$ cat src/rtl/cc_pkg.sv
package cc_pkg;
    parameter int DATA_W = 16;
    parameter int OPC_W  = 4;

    localparam logic [OPC_W-1:0] OPC_BRANCH   = 4'b0000;
    localparam logic [OPC_W-1:0] OPC_SUM      = 4'b0001;
    localparam logic [OPC_W-1:0] OPC_BITAND   = 4'b0101;
    localparam logic [OPC_W-1:0] OPC_INVERT   = 4'b1001;
    localparam logic [OPC_W-1:0] OPC_LD_REL   = 4'b0010;
    localparam logic [OPC_W-1:0] OPC_LD_IND   = 4'b1010;
    localparam logic [OPC_W-1:0] OPC_LD_BASE  = 4'b0110;
    localparam logic [OPC_W-1:0] OPC_ADDR_GEN = 4'b1110;

    typedef struct packed {
        logic n;
        logic z;
        logic p;
    } flags_t;

    localparam flags_t FLAGS_RESET = '{n: 1'b0, z: 1'b1, p: 1'b0};

    typedef struct packed {
        flags_t flags;
    } cc_state_t;
endpackage

$ cat src/rtl/cc_value_classify.sv
module cc_value_classify
    import cc_pkg::*;
#(
    parameter int W = DATA_W
) (
    input  logic [W-1:0] value,
    output flags_t       cls
);
    localparam int SIGN_BIT = W - 1;

    always_comb begin
        cls.n = value[SIGN_BIT];
        cls.z = (value == '0);
        cls.p = !value[SIGN_BIT] && (value != '0);
    end

    always_comb begin
        assert ($countones({cls.n, cls.z, cls.p}) == 1 || $isunknown(value))
            else $error("AST_CLASS_ONEHOT");
    end
endmodule

$ cat src/rtl/cc_opcode_filter.sv
module cc_opcode_filter
    import cc_pkg::*;
(
    input  logic [OPC_W-1:0] opcode,
    output logic             writes_flags
);
    always_comb begin
        unique case (opcode)
            OPC_SUM, OPC_BITAND, OPC_INVERT,
            OPC_LD_REL, OPC_LD_IND, OPC_LD_BASE,
            OPC_ADDR_GEN: writes_flags = 1'b1;
            default:      writes_flags = 1'b0;
        endcase
    end
endmodule

$ cat src/rtl/cc_branch_resolve.sv
module cc_branch_resolve
    import cc_pkg::*;
(
    input  logic [OPC_W-1:0] opcode,
    input  logic [2:0]       mask,
    input  flags_t           flags,
    output logic             taken
);
    logic is_branch;
    logic [2:0] hits;

    always_comb begin
        is_branch = (opcode == OPC_BRANCH);
        hits      = mask & {flags.n, flags.z, flags.p};
        taken     = is_branch && (hits != 3'b000);
    end

    always_comb begin
        if (!is_branch) begin
            assert (!taken) else $error("AST_TAKEN_NEEDS_BRANCH");
        end
    end
endmodule

$ cat src/rtl/cc_branch_unit.sv
module cc_branch_unit
    import cc_pkg::*;
(
    input  logic              clk,
    input  logic              rst_n,
    input  logic [DATA_W-1:0] bus_val,
    input  logic              cc_load,
    input  logic [OPC_W-1:0]  opcode,
    input  logic [2:0]        br_mask,
    output logic              flag_n,
    output logic              flag_z,
    output logic              flag_p,
    output logic              br_taken
);
    cc_state_t state_d, state_q;
    flags_t    bus_cls;
    logic      op_writes;
    logic      capture;

    cc_value_classify #(.W(DATA_W)) i_classify (
        .value (bus_val),
        .cls   (bus_cls)
    );

    cc_opcode_filter i_filter (
        .opcode       (opcode),
        .writes_flags (op_writes)
    );

    cc_branch_resolve i_resolve (
        .opcode (opcode),
        .mask   (br_mask),
        .flags  (state_q.flags),
        .taken  (br_taken)
    );

    always_comb begin
        state_d = state_q;
        capture = cc_load && op_writes;
        if (capture) begin
            state_d.flags = bus_cls;
        end
    end

    always_ff @(posedge clk or negedge rst_n) begin
        if (!rst_n) begin
            state_q.flags <= FLAGS_RESET;
        end else begin
            state_q <= state_d;
        end
    end

    assign flag_n = state_q.flags.n;
    assign flag_z = state_q.flags.z;
    assign flag_p = state_q.flags.p;

    AST_RESET_ZERO: assert property (@(posedge clk)
        !rst_n |=> (flag_z && !flag_n && !flag_p));
    AST_NEG_CAPTURE: assert property (@(posedge clk) disable iff (!rst_n)
        (cc_load && op_writes && bus_val[DATA_W-1]) |=> flag_n);
    AST_ZERO_CAPTURE: assert property (@(posedge clk) disable iff (!rst_n)
        (cc_load && op_writes && bus_val == '0) |=> flag_z);
    AST_POS_CAPTURE: assert property (@(posedge clk) disable iff (!rst_n)
        (cc_load && op_writes && !bus_val[DATA_W-1] && bus_val != '0) |=> flag_p);
    AST_ONE_FLAG: assert property (@(posedge clk) disable iff (!rst_n)
        $countones({flag_n, flag_z, flag_p}) == 1);
    AST_NONWRITER_HOLD: assert property (@(posedge clk) disable iff (!rst_n)
        (cc_load && !op_writes) |=> $stable({flag_n, flag_z, flag_p}));
    AST_NO_LOAD_HOLD: assert property (@(posedge clk) disable iff (!rst_n)
        !cc_load |=> $stable({flag_n, flag_z, flag_p}));
    AST_FULL_MASK: assert property (@(posedge clk) disable iff (!rst_n)
        (opcode == OPC_BRANCH && br_mask == 3'b111) |-> br_taken);
endmodule

$ cat config.mk
export PLATFORM = sky130hd
export DESIGN_NAME = cc_branch_unit
export DESIGN_NICKNAME = d
export VERILOG_FILES = /design/src/rtl/cc_pkg.sv /design/src/rtl/cc_value_classify.sv /design/src/rtl/cc_opcode_filter.sv /design/src/rtl/cc_branch_resolve.sv /design/src/rtl/cc_branch_unit.sv
export SDC_FILE = /design/constraint.sdc
export NUM_CORES = 1
export LEC_CHECK = 0
export BUFFER_PORTS_ARGS = -buffer_cell sky130_fd_sc_hd__buf_2
export CORE_AREA = 2 2 39 41
export DETAILED_ROUTE_END_ITERATION = 10
export DIE_AREA = 0 0 41 43
export PLACE_DENSITY = 0.44
export SLEW_MARGIN = 15
export SYNTH_ARGS = -nofsm -noshare
export SYNTH_HDL_FRONTEND = slang
export SYNTH_HIERARCHICAL = 1
export SYNTH_SLANG_ARGS = --single-unit
$ cat constraint.sdc
create_clock -name clk -period 1.54 [get_ports clk]
set_input_delay 0.077 -clock clk [delete_from_list [all_inputs] [get_ports clk]]
set_output_delay 0.077 -clock clk [all_outputs]
set_load 0.1 [all_outputs]
-- Yosys cells after proc, flatten, opt, wreduce, memory -nomap -nowiden
Index checks and enable logic that the tools add are counted.
- register bits: 3
- output and inout port bits: 4
- word-level logic and storage cells: 21
- bitwise operators: 1
- reduce and logical (&&, ||, !) cells: 9
- eq/ne operators: 7
- multiplexer cells: 1
- operators by type and width (kind ; number):
    logical NOT 16 bit ; 1
    nonzero test 16 bit ; 1
    equality test 4 bit (second input constant) ; 3
    equality test 4 x 3 -> 1 bit (second input constant) ; 2
    OR reduction 7 bit ; 1
    equality test 4 x 1 -> 1 bit (second input constant) ; 1
    equality test 4 x 2 -> 1 bit (second input constant) ; 1
    logical NOT 4 bit ; 1
    AND 3 bit ; 1
    logical AND 1 bit ; 3
    nonzero test 3 bit ; 1
    logical NOT 1 bit ; 1
    two-way mux 1 bit ; 1

-- Logic depth before layout (Yosys ltp)
- word-level depth: 4
- mapped depth: 4
- gate-level depth less buffers: 4

-- By module
Netlist, hierarchy kept.
- modules (own cells, without submodules) (module ; times used ; seq. area each (µm²) ; area each (µm²) ; cells each):
    cc_branch_unit ; 1 ; 76.3 ; 127.6 ; 7
    cc_value_classify ; 1 ; 0.0 ; 50.0 ; 7
    cc_branch_resolve ; 1 ; 0.0 ; 21.3 ; 3
    cc_opcode_filter ; 1 ; 0.0 ; 16.3 ; 2

-- Least setup slack after synthesis
OpenSTA, ideal clock, no wires.
- path kind: reg-to-output
- start: reg flag_p (netlist name)
- end: out br_taken
- stages on the path, launching flop included: 3
- required time: 1.463 ns
- arrival time: 2.477 ns
- slack: -1.014 ns
- buffers on the path: 0
- cells stage by stage: dfrtp_1 -> a222oi_1 -> nor2_1
- word-level cells in the longest chain between the ends: 3
- RTL lines (item ; line ; RTL):
    AND 3 bit ; cc_branch_resolve.sv:14 ; hits = mask & {flags.n, flags.z, flags.p};
    nonzero test 3 bit ; cc_branch_resolve.sv:15 ; taken = is_branch && (hits != 3'b000);
    logical AND 1 bit ; cc_branch_resolve.sv:15 ;
    end, declared ; cc_branch_unit.sv:13 ; output logic br_taken
No other way between the ends.

-- Final worst setup path
- start: reg flag_z (netlist name)
- end: out br_taken
- word-level cells in the longest chain between the ends: 3
- RTL lines (item ; line):
    AND 3 bit ; cc_branch_resolve.sv:14
    nonzero test 3 bit ; cc_branch_resolve.sv:15
    logical AND 1 bit ; cc_branch_resolve.sv:15
No other way between the ends.

==> out/results.txt <==
Worst setup EP type: primary output
die span in x: 41 um
worst-path fanout max: 3
Seq cells post-synth: 3
Clk pwr share: 34.0%
gpl congestion: 0.667
vias in the first global route: 261
initial antenna violation count: 0
DRT Pass-1 Iters: 4
pre-CTS setup slack: 0.357 ns
FP Rows: 14
CP Launch Type: flip-flop
Clock Skews: 0 ns
largest net degree at the start of global routing: 4
Clk Latency, worst-skew pair: 0.23 ns
crit path DAT: 1.34 ns
DRC Markers: 0
met1 GRT Util: 6.49%
Post-Synthesis Cells: 19
WS Path Type: flip-flop to primary output
wire per inst: 9.69 um
Synth top area share: 23.3%
peak supply drop: 0.270 mV
via count: 304
Setup violations, final: 0
Post-Route Utilization: 31.6%
area grow syn2layout: 103%
total CTS buffers: 3
GR Util met2: 13.4%
Ys Warns: 6
area of the mapped netlist: 215 um^2
core area: 1380 um^2
Cell variety after synth: 13
CTS H-tree depth: 1
power density cells: 907 nW/um^2
Post-Syn Area per Cell: 11.3 um^2
share of post-route cells with drive strength above 1: 78.8%
Power Total: 397 uW
status: finished clean
Sum Neg Setup Slack: 0 ns
setup ws final: 0.119 ns
first-pass GRT wire length: 897 um
top cells by area, synth: dfrtp_1, mux2_4, dfstp_2
net load switching power: 154 uW
Comb pwr share: 41.0%
most frequent cells in the layout: buf_2, nor4_1, mux2_4, clkbuf_4, dfrtp_2
vias per cell: 4.47
net switching fraction of the power: 38.7%
Max Clock Freq: 704 MHz
worst slew pin tran: 0.484 ns
Initial Util: 15.6%
clock-pin slew on the worst setup and hold paths: 0.04 ns
syn_nets: 45
clock sinks: 3
Total Wirelength: 659 um
final instance area: 438 um^2
CP required: 1.46 ns
initial drt markers: 1
Pins Over Slew Limit: 0
CTS tree: yes
Internal: 244 uW
Resized Gates After CTS: 0
total gr overflow: 0
fin nets: 79
I/O Buffers: 29
Hold Fails Final Rpt: 0
Clock Tree Root: clkbuf_4
Die ar.: 1760 um^2
I/O pin count: 30
Max transition margin: 67.9%
Final ANT Viol Nets: 0
cell taking the most area after synthesis: dfrtp_1
Final Critical Period: 1.42 ns
n_diodes: 0
Vert. Die Dim: 43 um
Seq/Total Area, Yosys: 35.5%
max cap viols: 0
Final Cycle Share: 92.3%
GRT Total Usage: 8.56%
most common cell after layout, fill and taps aside: buf_2
RSZ-0062 raised after global routing: no
Flop pwr share: 25.0%
busiest grt layer: met2
Static Leakage: 0.000219 uW
buffer levels on the longest clock path: 2
met3 usage: 3.66%
HP Class: input pin to flip-flop
Post-DP Area: 402 um^2
registers in the layout, indices dropped and copies added (netlist names):
| register | cells |
|---|---|
| flag_z | 1 |
| flag_n | 1 |
| flag_p | 1 |
stage by stage:
step / std cells / hold WS, ns
detailed placement: 63 / -0.127
global route: 68 / 0.126
floorplan: 19 / -0.219
CTS: 68 / 0.113
global placement: 63 / -0.125
finish: 68 / 0.117
power by group through the flow:
stage / Sequential [uW] / Clock (uW) / Combinational (uW)
4_1_cts: 100 / 142 / 164
3_3_place_gp: 101 / 0 / 163
3_5_place_dp: 101 / 0 / 162
2_1_floorplan: 172 / 0 / 39.6
6_report: 99.2 / 135 / 163
5_1_grt: 101 / 143 / 171
cell type report:
| type | count | area, um^2 |
|---|---|---|
| clock buffers | 4 | 26.3 |
| repair buffers | 30 | 170 |
| multi-input cells | 15 | 139 |
| well taps | 16 | 20.0 |
| fillers | 143 | 946 |
| flip-flops and latches | 3 | 82.6 |
worst paths after layout:
kind / startpoint / endpoint / slack (ns) / depth (start not counted)
max in group asynchronous: rst_n / flag_z$_DFFE_PN1P_ / 1.16 / 2
max reg2reg: flag_z$_DFFE_PN1P_ / flag_z$_DFFE_PN1P_ / 0.74 / 1
max: flag_z$_DFFE_PN1P_ / br_taken / 0.12 / 3
min in group asynchronous: rst_n / flag_p$_DFFE_PN0P_ / 0.19 / 2
min reg2reg: flag_n$_DFFE_PN0P_ / flag_n$_DFFE_PN0P_ / 0.53 / 1
min: bus_val[15] / flag_n$_DFFE_PN0P_ / 0.12 / 2
cell families after synthesis:
family,synth area share [%]
compound gates,11.0
simple gates,23.8
buf+inv,3.49
mux,26.2
flops,35.5
repair_timing:
action                                 4_1_cts  5_1_grt
hold buffers                                 1        0
endpoints found under the hold margin        3        0
setup buffers                                0        0
per-layer routing:
metal	wire length, um	share of wire (%)	up-vias
li1	-	-	145
met1	229	35	123
met2	252	38	32
met3	149	23	4
met4	28	4.2	0
met5	0	0	-
cell usage after synthesis:
| cell | count |
|---|---|
| a21oi_1 | 1 |
| a222oi_1 | 1 |
| a41oi_1 | 1 |
| and4_1 | 1 |
| buf_4 | 1 |
| dfrtp_1 | 2 |
| dfstp_2 | 1 |
| mux2_2 | 1 |
| mux2_4 | 3 |
| nand2_2 | 1 |
| nor2_1 | 1 |
| nor4_1 | 4 |
| or4_1 | 1 |
critical path: stages (launching register included):
cell and delay (ns):
dfstp_4 0.46, a222oi_1 0.41, nor2_4 0.06, buf_12 0.18
Power figures use the tool's default switching activity.
